===== config.mk =====
export PLATFORM = sky130hd
export DESIGN_NAME = uart9_top
export DESIGN_NICKNAME = d
export VERILOG_FILES = /design/src/rtl/uart9_pkg.sv /design/src/rtl/uart9_baud.sv /design/src/rtl/uart9_engine.sv /design/src/rtl/uart9_top.sv
export SDC_FILE = /design/constraint.sdc
export NUM_CORES = 1
export LEC_CHECK = 0
export BUFFER_PORTS_ARGS = -buffer_cell sky130_fd_sc_hd__buf_4
export CORE_ASPECT_RATIO = 1.1
export CORE_UTILIZATION = 60
export CTS_CLUSTER_DIAMETER = 200
export DETAILED_ROUTE_END_ITERATION = 10
export PLACE_DENSITY = 0.81
export SLEW_MARGIN = 20
export SYNTH_ARGS = -nofsm -noshare
export SYNTH_HDL_FRONTEND = slang
export SYNTH_SLANG_ARGS = --single-unit

===== constraint.sdc =====
create_clock -name clk -period 3.85 [get_ports clk]
set_input_delay 0.5775 -clock clk [delete_from_list [all_inputs] [get_ports clk]]
set_output_delay 0.5775 -clock clk [all_outputs]
set_load 0.05 [all_outputs]

===== src/rtl/uart9_pkg.sv =====
package uart9_pkg;

    localparam int CNT_W   = 16;
    localparam int FRAME_W = 11;   // start + 9 data + stop
    localparam int WORD_W  = 9;

    typedef enum logic [2:0] {
        ENG_IDLE,
        ENG_RXSTART,
        ENG_RXDATA,
        ENG_RXSTOP,
        ENG_TX
    } eng_state_e;

    typedef struct packed {
        eng_state_e         st;
        logic [2:0]         phase;
        logic [3:0]         bitn;
        logic [FRAME_W-1:0] shreg;
    } eng_regs_t;

    typedef struct packed {
        logic       bit9;
        logic       oe;
        logic       rxien;
        logic       txien;
        logic [3:0] sel;
    } ctrl_t;

    function automatic int unsigned bit_divisor(input logic [3:0] sel);
        case (sel)
            4'd0:    return 6656;
            4'd1:    return 3328;
            4'd2:    return 1664;
            4'd3:    return 832;
            4'd4:    return 416;
            4'd5:    return 256;
            4'd6:    return 208;
            default: return 0;
        endcase
    endfunction

    function automatic logic [CNT_W-1:0] state_period(input logic [3:0] sel, input int scale);
        int unsigned v;
        v = bit_divisor(sel) / (8 * scale);
        if (v < 1) v = 1;
        return v[CNT_W-1:0];
    endfunction

    function automatic logic sel_reserved(input logic [3:0] sel);
        return sel >= 4'd7;
    endfunction

endpackage


===== src/rtl/uart9_baud.sv =====
module uart9_baud
    import uart9_pkg::*;
#(
    parameter int SCALE = 1
) (
    input  logic       clk,
    input  logic       rst,
    input  logic [3:0] sel,
    input  logic       restart,
    output logic       tick
);
    logic [CNT_W-1:0] cnt;
    logic [CNT_W-1:0] period;
    logic             wrap;

    assign period = state_period(sel, SCALE);
    assign wrap   = (cnt >= period - 1'b1);
    assign tick   = wrap && !restart;

    always_ff @(posedge clk) begin
        if (rst || restart) cnt <= '0;
        else if (wrap)      cnt <= '0;
        else                cnt <= cnt + 1'b1;
    end

    // consecutive state ticks are spaced by the period
    p_tick_gap_r2: assert property (@(posedge clk) disable iff (rst)
        (tick && period > 1) |=> (!tick || period == 1));

endmodule


===== src/rtl/uart9_engine.sv =====
module uart9_engine
    import uart9_pkg::*;
#(
    parameter int SCALE = 1
) (
    input  logic              clk,
    input  logic              rst,
    input  logic [3:0]        sel,
    input  logic              tx_start,
    input  logic [WORD_W-1:0] tx_word,
    input  logic              rx_pin,
    output logic              line,
    output logic              tx_done,
    output logic              rx_done,
    output logic [WORD_W-1:0] rx_word
);
    eng_regs_t r;
    logic      rx_meta, rx_sync, rx_last;
    logic      reserved, go_tx, go_rx, restart, tick, fall;

    always_ff @(posedge clk) begin
        if (rst) begin
            rx_meta <= 1'b1;
            rx_sync <= 1'b1;
            rx_last <= 1'b1;
        end else begin
            rx_meta <= rx_pin;
            rx_sync <= rx_meta;
            rx_last <= rx_sync;
        end
    end

    assign reserved = sel_reserved(sel);
    assign fall     = rx_last && !rx_sync;
    assign go_tx    = tx_start && !reserved;
    assign go_rx    = (r.st == ENG_IDLE) && fall && !reserved && !go_tx;
    assign restart  = go_tx || go_rx;

    uart9_baud #(.SCALE(SCALE)) u_baud (
        .clk     (clk),
        .rst     (rst),
        .sel     (sel),
        .restart (restart),
        .tick    (tick)
    );

    always_ff @(posedge clk) begin
        if (rst) begin
            r       <= '{st: ENG_IDLE, phase: '0, bitn: '0, shreg: '1};
            tx_done <= 1'b0;
            rx_done <= 1'b0;
        end else begin
            tx_done <= 1'b0;
            rx_done <= 1'b0;
            if (reserved) begin
                r <= '{st: ENG_IDLE, phase: '0, bitn: '0, shreg: '1};
            end else if (go_tx) begin
                r <= '{st: ENG_TX, phase: '0, bitn: '0, shreg: {1'b1, tx_word, 1'b0}};
            end else if (go_rx) begin
                r.st    <= ENG_RXSTART;
                r.phase <= '0;
                r.bitn  <= '0;
            end else if (tick) begin
                r.phase <= r.phase + 1'b1;
                case (r.st)
                    ENG_RXSTART: if (r.phase == 3'd7) r.st <= ENG_RXDATA;
                    ENG_RXDATA: begin
                        if (r.phase == 3'd4)
                            r.shreg[WORD_W-1:0] <= {rx_sync, r.shreg[WORD_W-1:1]};
                        if (r.phase == 3'd7) begin
                            if (r.bitn == 4'(WORD_W - 1)) begin
                                r.st   <= ENG_RXSTOP;
                                r.bitn <= '0;
                            end else begin
                                r.bitn <= r.bitn + 1'b1;
                            end
                        end
                    end
                    ENG_RXSTOP: if (r.phase == 3'd7) begin
                        r.st    <= ENG_IDLE;
                        rx_done <= 1'b1;
                    end
                    ENG_TX: if (r.phase == 3'd7) begin
                        r.shreg <= {1'b1, r.shreg[FRAME_W-1:1]};
                        if (r.bitn == 4'(FRAME_W - 1)) begin
                            r.st    <= ENG_IDLE;
                            tx_done <= 1'b1;
                        end else begin
                            r.bitn <= r.bitn + 1'b1;
                        end
                    end
                    default: ;
                endcase
            end
        end
    end

    assign line    = (r.st == ENG_TX) ? r.shreg[0] : 1'b1;
    assign rx_word = r.shreg[WORD_W-1:0];

    // an accepted start drives the start bit low on the next cycle
    p_start_low_r3: assert property (@(posedge clk) disable iff (rst)
        (tx_start && !reserved) |=> (line == 1'b0));

    // a transmit request aborts any reception in progress
    p_abort_rx_r8: assert property (@(posedge clk) disable iff (rst)
        (tx_start && !reserved && (r.st == ENG_RXSTART || r.st == ENG_RXDATA || r.st == ENG_RXSTOP))
        |=> (r.st == ENG_TX && !rx_done));

    // a reserved rate code keeps the engine quiet
    p_reserved_idle_r9: assert property (@(posedge clk) disable iff (rst)
        reserved |=> (line && !tx_done && !rx_done));

    // the two completion pulses never coincide
    p_done_excl_r5: assert property (@(posedge clk) disable iff (rst)
        !(tx_done && rx_done));

endmodule


===== src/rtl/uart9_top.sv =====
module uart9_top
    import uart9_pkg::*;
#(
    parameter int STATE_DIV_SCALE = 1
) (
    input  logic       clk,
    input  logic       rst,
    input  logic [1:0] bus_addr,
    input  logic       bus_wr,
    input  logic       bus_rd,
    input  logic [7:0] bus_wdata,
    output logic [7:0] bus_rdata,
    input  logic       serial_in,
    output logic       serial_out,
    output logic       irq
);
    ctrl_t             ctrl;
    logic [7:0]        rxbuf;
    logic              txmt, rxrdy;
    logic              data_wr, data_rd, ctrl_wr, accept;
    logic              line, tx_done, rx_done;
    logic [WORD_W-1:0] rx_word;

    assign data_wr = bus_wr && (bus_addr == 2'd0);
    assign ctrl_wr = bus_wr && (bus_addr == 2'd1);
    assign data_rd = bus_rd && (bus_addr == 2'd0);
    assign accept  = data_wr && !sel_reserved(ctrl.sel);

    uart9_engine #(.SCALE(STATE_DIV_SCALE)) u_eng (
        .clk      (clk),
        .rst      (rst),
        .sel      (ctrl.sel),
        .tx_start (data_wr),
        .tx_word  ({ctrl.bit9, bus_wdata}),
        .rx_pin   (serial_in),
        .line     (line),
        .tx_done  (tx_done),
        .rx_done  (rx_done),
        .rx_word  (rx_word)
    );

    always_ff @(posedge clk) begin
        if (rst) begin
            ctrl  <= '0;
            rxbuf <= '0;
            txmt  <= 1'b1;
            rxrdy <= 1'b0;
        end else begin
            if (ctrl_wr) ctrl <= ctrl_t'(bus_wdata);
            if (rx_done) begin
                ctrl.bit9 <= rx_word[WORD_W-1];
                rxbuf     <= rx_word[7:0];
                rxrdy     <= 1'b1;
            end else if (data_rd) begin
                rxrdy <= 1'b0;
            end
            if (accept)       txmt <= 1'b0;
            else if (tx_done) txmt <= 1'b1;
        end
    end

    always_comb begin
        case (bus_addr)
            2'd0:    bus_rdata = rxbuf;
            2'd1:    bus_rdata = ctrl;
            2'd2:    bus_rdata = {6'b0, rxrdy, txmt};
            default: bus_rdata = 8'h00;
        endcase
    end

    assign serial_out = ctrl.oe ? line : 1'b1;
    assign irq        = (txmt && ctrl.txien) || (rxrdy && ctrl.rxien);

    // an accepted data write empties the transmitter
    p_txmt_clear_r4: assert property (@(posedge clk) disable iff (rst)
        (bus_wr && bus_addr == 2'd0 && ctrl.sel < 4'd7) |=> !txmt);

    // a completed reception raises the ready flag
    p_rxrdy_set_r7: assert property (@(posedge clk) disable iff (rst)
        rx_done |=> rxrdy);

    // reading the data register clears the ready flag
    p_rd_clear_r7: assert property (@(posedge clk) disable iff (rst)
        (bus_rd && bus_addr == 2'd0 && !rx_done) |=> !rxrdy);

    // a reserved code leaves TXMT untouched by data writes
    p_reserved_txmt_r9: assert property (@(posedge clk) disable iff (rst)
        (bus_wr && bus_addr == 2'd0 && ctrl.sel >= 4'd7 && txmt) |=> txmt);

endmodule


==> insert_results.sql <==
INSERT INTO impl_metrics (metric_group, metric, value, unit) VALUES
('timing', 'slew_viol_final', '0', ''),
('critical_path', 'setup.worst_path.start_class', 'register', ''),
('synthesis', 'synth_enable_flop_cells', '0', ''),
('final_layout', 'final_net_count', '427', ''),
('die', 'floorplan.rows', '27', ''),
('timing', 'final.min_clock_period', '3.313', 'ns'),
('synthesis', 'synth_cells', '364', ''),
('synthesis', 'netlist_top_cells_count', 'dfxtp_1, nor2_1, nand2_1, ha_1, mux2i_1', ''),
('timing', 'skew', '0.005572', 'ns'),
('synthesis', 'yosysTopAreaCell', 'dfxtp_1', ''),
('job', 'drv_cap', '0', ''),
('placement', 'dp_hpwl', '4742', 'um'),
('placement', 'io_buffers', '24', ''),
('die', 'fp.dieH', '79.11', 'um'),
('clocking', 'cts-buffers-inserted', '9', ''),
('timing', 'final-setup-viol-count', '0', ''),
('timing', 'final-hold-violation-count', '0', ''),
('timing', 'slew_headroom', '31.84', '%'),
('critical_path', 'critical_path_class', 'reg -> reg', ''),
('route', 'first_pass_iters', '4', ''),
('timing', 'unrepaired_setup_endpoints_after_global_routing', 'false', ''),
('clocking', 'clock_root_buffer', 'clkbuf_8', ''),
('synthesis', 'ys_top_cells_by_area', 'dfxtp_1, ha_1, mux2i_1', ''),
('pwr', 'power_density', '394.6', 'nW/um^2'),
('die', 'area_enclosed_by_the_die_boundary', '5704', 'um^2'),
('global_route', 'grt_pass1_vias', '2558', ''),
('die', 'floorplan.io_pins', '25', ''),
('clocking', 'clockBufferDepth', '2', ''),
('timing', 'final_min_period_over_clock_period', '86.05', '%'),
('final_layout', 'syn_to_final_growth', '13.81', '%'),
('critical_path', 'timing.critical_path.slowest_cell_delay', '0.68', 'ns'),
('route', 'routed_via_density', '5.642', ''),
('die', 'floorplan.initialDensity', '63.58', '%'),
('global_route', 'grt_overflow', '0', ''),
('clocking', 'holdBufCountCts', '0', ''),
('pwr', 'ir_drop_worst_vdd', '0.2688', 'mV'),
('critical_path', 'cp.required', '4.13', 'ns'),
('critical_path', 'worstSetupEndpointType', 'register', ''),
('timing', 'timing_worst_slew_pin_value', '1.022', 'ns'),
('critical_path', 'timing.critical_path.max_delay_family', 'compound AO/OA/AOI/OAI gates', ''),
('global_route', 'antenna_violations_before_repair', '0', ''),
('die', 'coreArea', '5101', 'um^2'),
('synthesis', 'post_synth_instance_area', '3243', 'um^2'),
('clocking', 'cts_repair_resize_count', '0', ''),
('critical_path', 'timing.critical_path.fanout_max', '15', ''),
('route', 'initialDrtViolationCount', '166', ''),
('synthesis', 'postSynthRegisterBits', '59', ''),
('synthesis', 'dominant_cell_by_count_in_the_synthesized_netlist', 'dfxtp_1', ''),
('pwr', 'cellLeakagePower', '0.001588', 'uW'),
('global_route', 'pin_count_of_the_biggest_net_entering_global_routing', '25', ''),
('final_layout', 'fin_util', '72.36', '%'),
('die', 'die_width', '72.10', 'um'),
('route', 'routed_wire_per_std_cell', '14.65', 'um'),
('clocking', 'path_clk_slew', '0.06', 'ns'),
('timing', 'timing.fmax', '301.9', 'MHz'),
('status', 'status', 'completed', ''),
('clocking', 'worst_skew_pair.late_latency', '0.34', 'ns'),
('synthesis', 'yosys_warnings', '0', ''),
('timing', 'fin_setup_tns', '0', 'ns'),
('synthesis', 'ys_dominant_reg_cell', 'dfxtp_1', ''),
('critical_path', 'critPathSlowestCell', 'a31oi_2', ''),
('min_path', 'holdCritPathClass', 'reg -> reg', ''),
('critical_path', 'worstPathArrival', '3.59', 'ns'),
('clocking', 'clk_sinks', '59', ''),
('critical_path', 'cp_cell_sequence', 'or3_1 -> or2_2 -> ha_1 -> nand4_1 -> nor4_1 -> o21ai_1 -> a31oi_2 -> buf_4 -> a22o_1 -> o22a_1', ''),
('synthesis', 'post_synth.cell_area_avg', '8.910', 'um^2'),
('placement', 'gp_congestion', '0.8202', ''),
('clocking', 'tritoncts', 'yes', ''),
('global_route', 'global_route.usage.total', '26.40', '%'),
('route', 'detail_route.wirelength', '6828', 'um'),
('route', 'routed-via-count', '2629', ''),
('synthesis', 'synthArstFlopShare', '0', '%'),
('global_route', 'global_route_wire_length_before_repair', '11710', 'um'),
('final_layout', 'drive_gt1_share', '15.74', '%'),
('route', 'ant_nets', '0', ''),
('critical_path', 'critical_path.n_buffers_inverters', '1', ''),
('synthesis', 'synthDominantCellAreaShare', '36.42', '%'),
('synthesis', 'yosys.cell_types.count', '57', ''),
('clocking', 'postCtsSetupRepairBufs', '0', ''),
('synthesis', 'synth-seq-area-share', '36.42', '%'),
('final_layout', 'diodes', '0', ''),
('clocking', 'cts.htree.levels', '3', ''),
('route', 'drc', '0', '');
[cell usage in the layout, fill, tap and decap left out, types with 3 or more instances in the layout]
cell / n
ha_1: 23
a31oi_1: 5
dfxtp_1: 59
buf_4: 26
nor2_1: 41
nand2b_1: 7
nand3_1: 17
o22a_1: 8
nand4_1: 3
nor2b_1: 4
nand2_1: 33
a22o_1: 9
inv_1: 11
bufinv_16: 3
or2_2: 5
o21ai_0: 5
mux2i_1: 19
clkbuf_8: 10
and2_1: 3
and3_1: 6
xor2_1: 8
conb_1: 6
a21oi_1: 18
nor2_4: 8
a21o_1: 5
xnor2_1: 8
[kinds of logic after synthesis]
| logic type | synth area share (%) |
|---|---|
| buffers and inverters | 4.282 |
| xor gates and xnor gates | 4.321 |
| AOI/OAI and AO/OA | 16.24 |
| DFF | 36.42 |
| adders and majority gates | 8.874 |
| and+or+nand+nor | 23.53 |
| other | 0.1156 |
| muxes | 6.211 |
[registers in the layout (all words and copies together), names as in the netlist]
name and flops:
u_eng.tx_done 1, rxrdy 1, u_eng.rx_word 9, ctrl 8
u_eng.rx_sync 1, u_eng.r 11, u_eng.rx_done 1, u_eng.rx_last 1
txmt 1, u_eng.rx_meta 1, rxbuf 8, u_eng.u_baud.cnt 16
[worst paths after layout]
check | end | slack (ns) | startpoint | depth (start not counted)
setup / recovery | u_eng.rx_word[2] | 0.54 | ctrl[1] | 10
hold / removal | u_eng.rx_sync | 0.41 | u_eng.rx_meta | 1
setup reg to reg | u_eng.rx_word[2] | 0.54 | ctrl[1] | 10
hold reg to reg | u_eng.rx_sync | 0.41 | u_eng.rx_meta | 1
[area by class of cell]
type	count	area [um^2]
inverters	11	41.29
fillers	393	1410
flip-flops and latches	59	1181
well taps	72	90.09
multi-input cells	282	1942
clock inverters	5	100.1
clock buffers	11	141.4
repair buffers	26	195.2
[power breakdown]
group	total, uW	internal [uW]	switching, uW
clock network	688	445	243
registers	644	626	18.3
logic	124	49.5	74.2
total	1460	1120	335
[metal layers]
layer	vias to the layer above	global-route usage (%)	wire, um
li1	1337	-	-
met4	0	13.33	150
met1	1216	33.73	3168
met3	11	4.315	328
met2	65	42.71	3179
met5	-	0	0
[per-stage QoR]
step | cells | setup slack, ns | hold slack (ns) | instance area (um^2) | total power [uW]
finish | 466 | 0.5371 | 0.4121 | 3691 | 1456
global placement | 450 | 0.6909 | 0.3965 | 3450 | 776.2
global route | 466 | 0.3280 | 0.4238 | 3691 | 1510
detailed placement | 450 | 0.5810 | 0.4002 | 3450 | 779.5
CTS | 466 | 0.5744 | 0.4159 | 3691 | 1461
floorplan | 369 | 1.100 | 0.3895 | 3262 | 747.9
(Power assumes the default switching activity.)
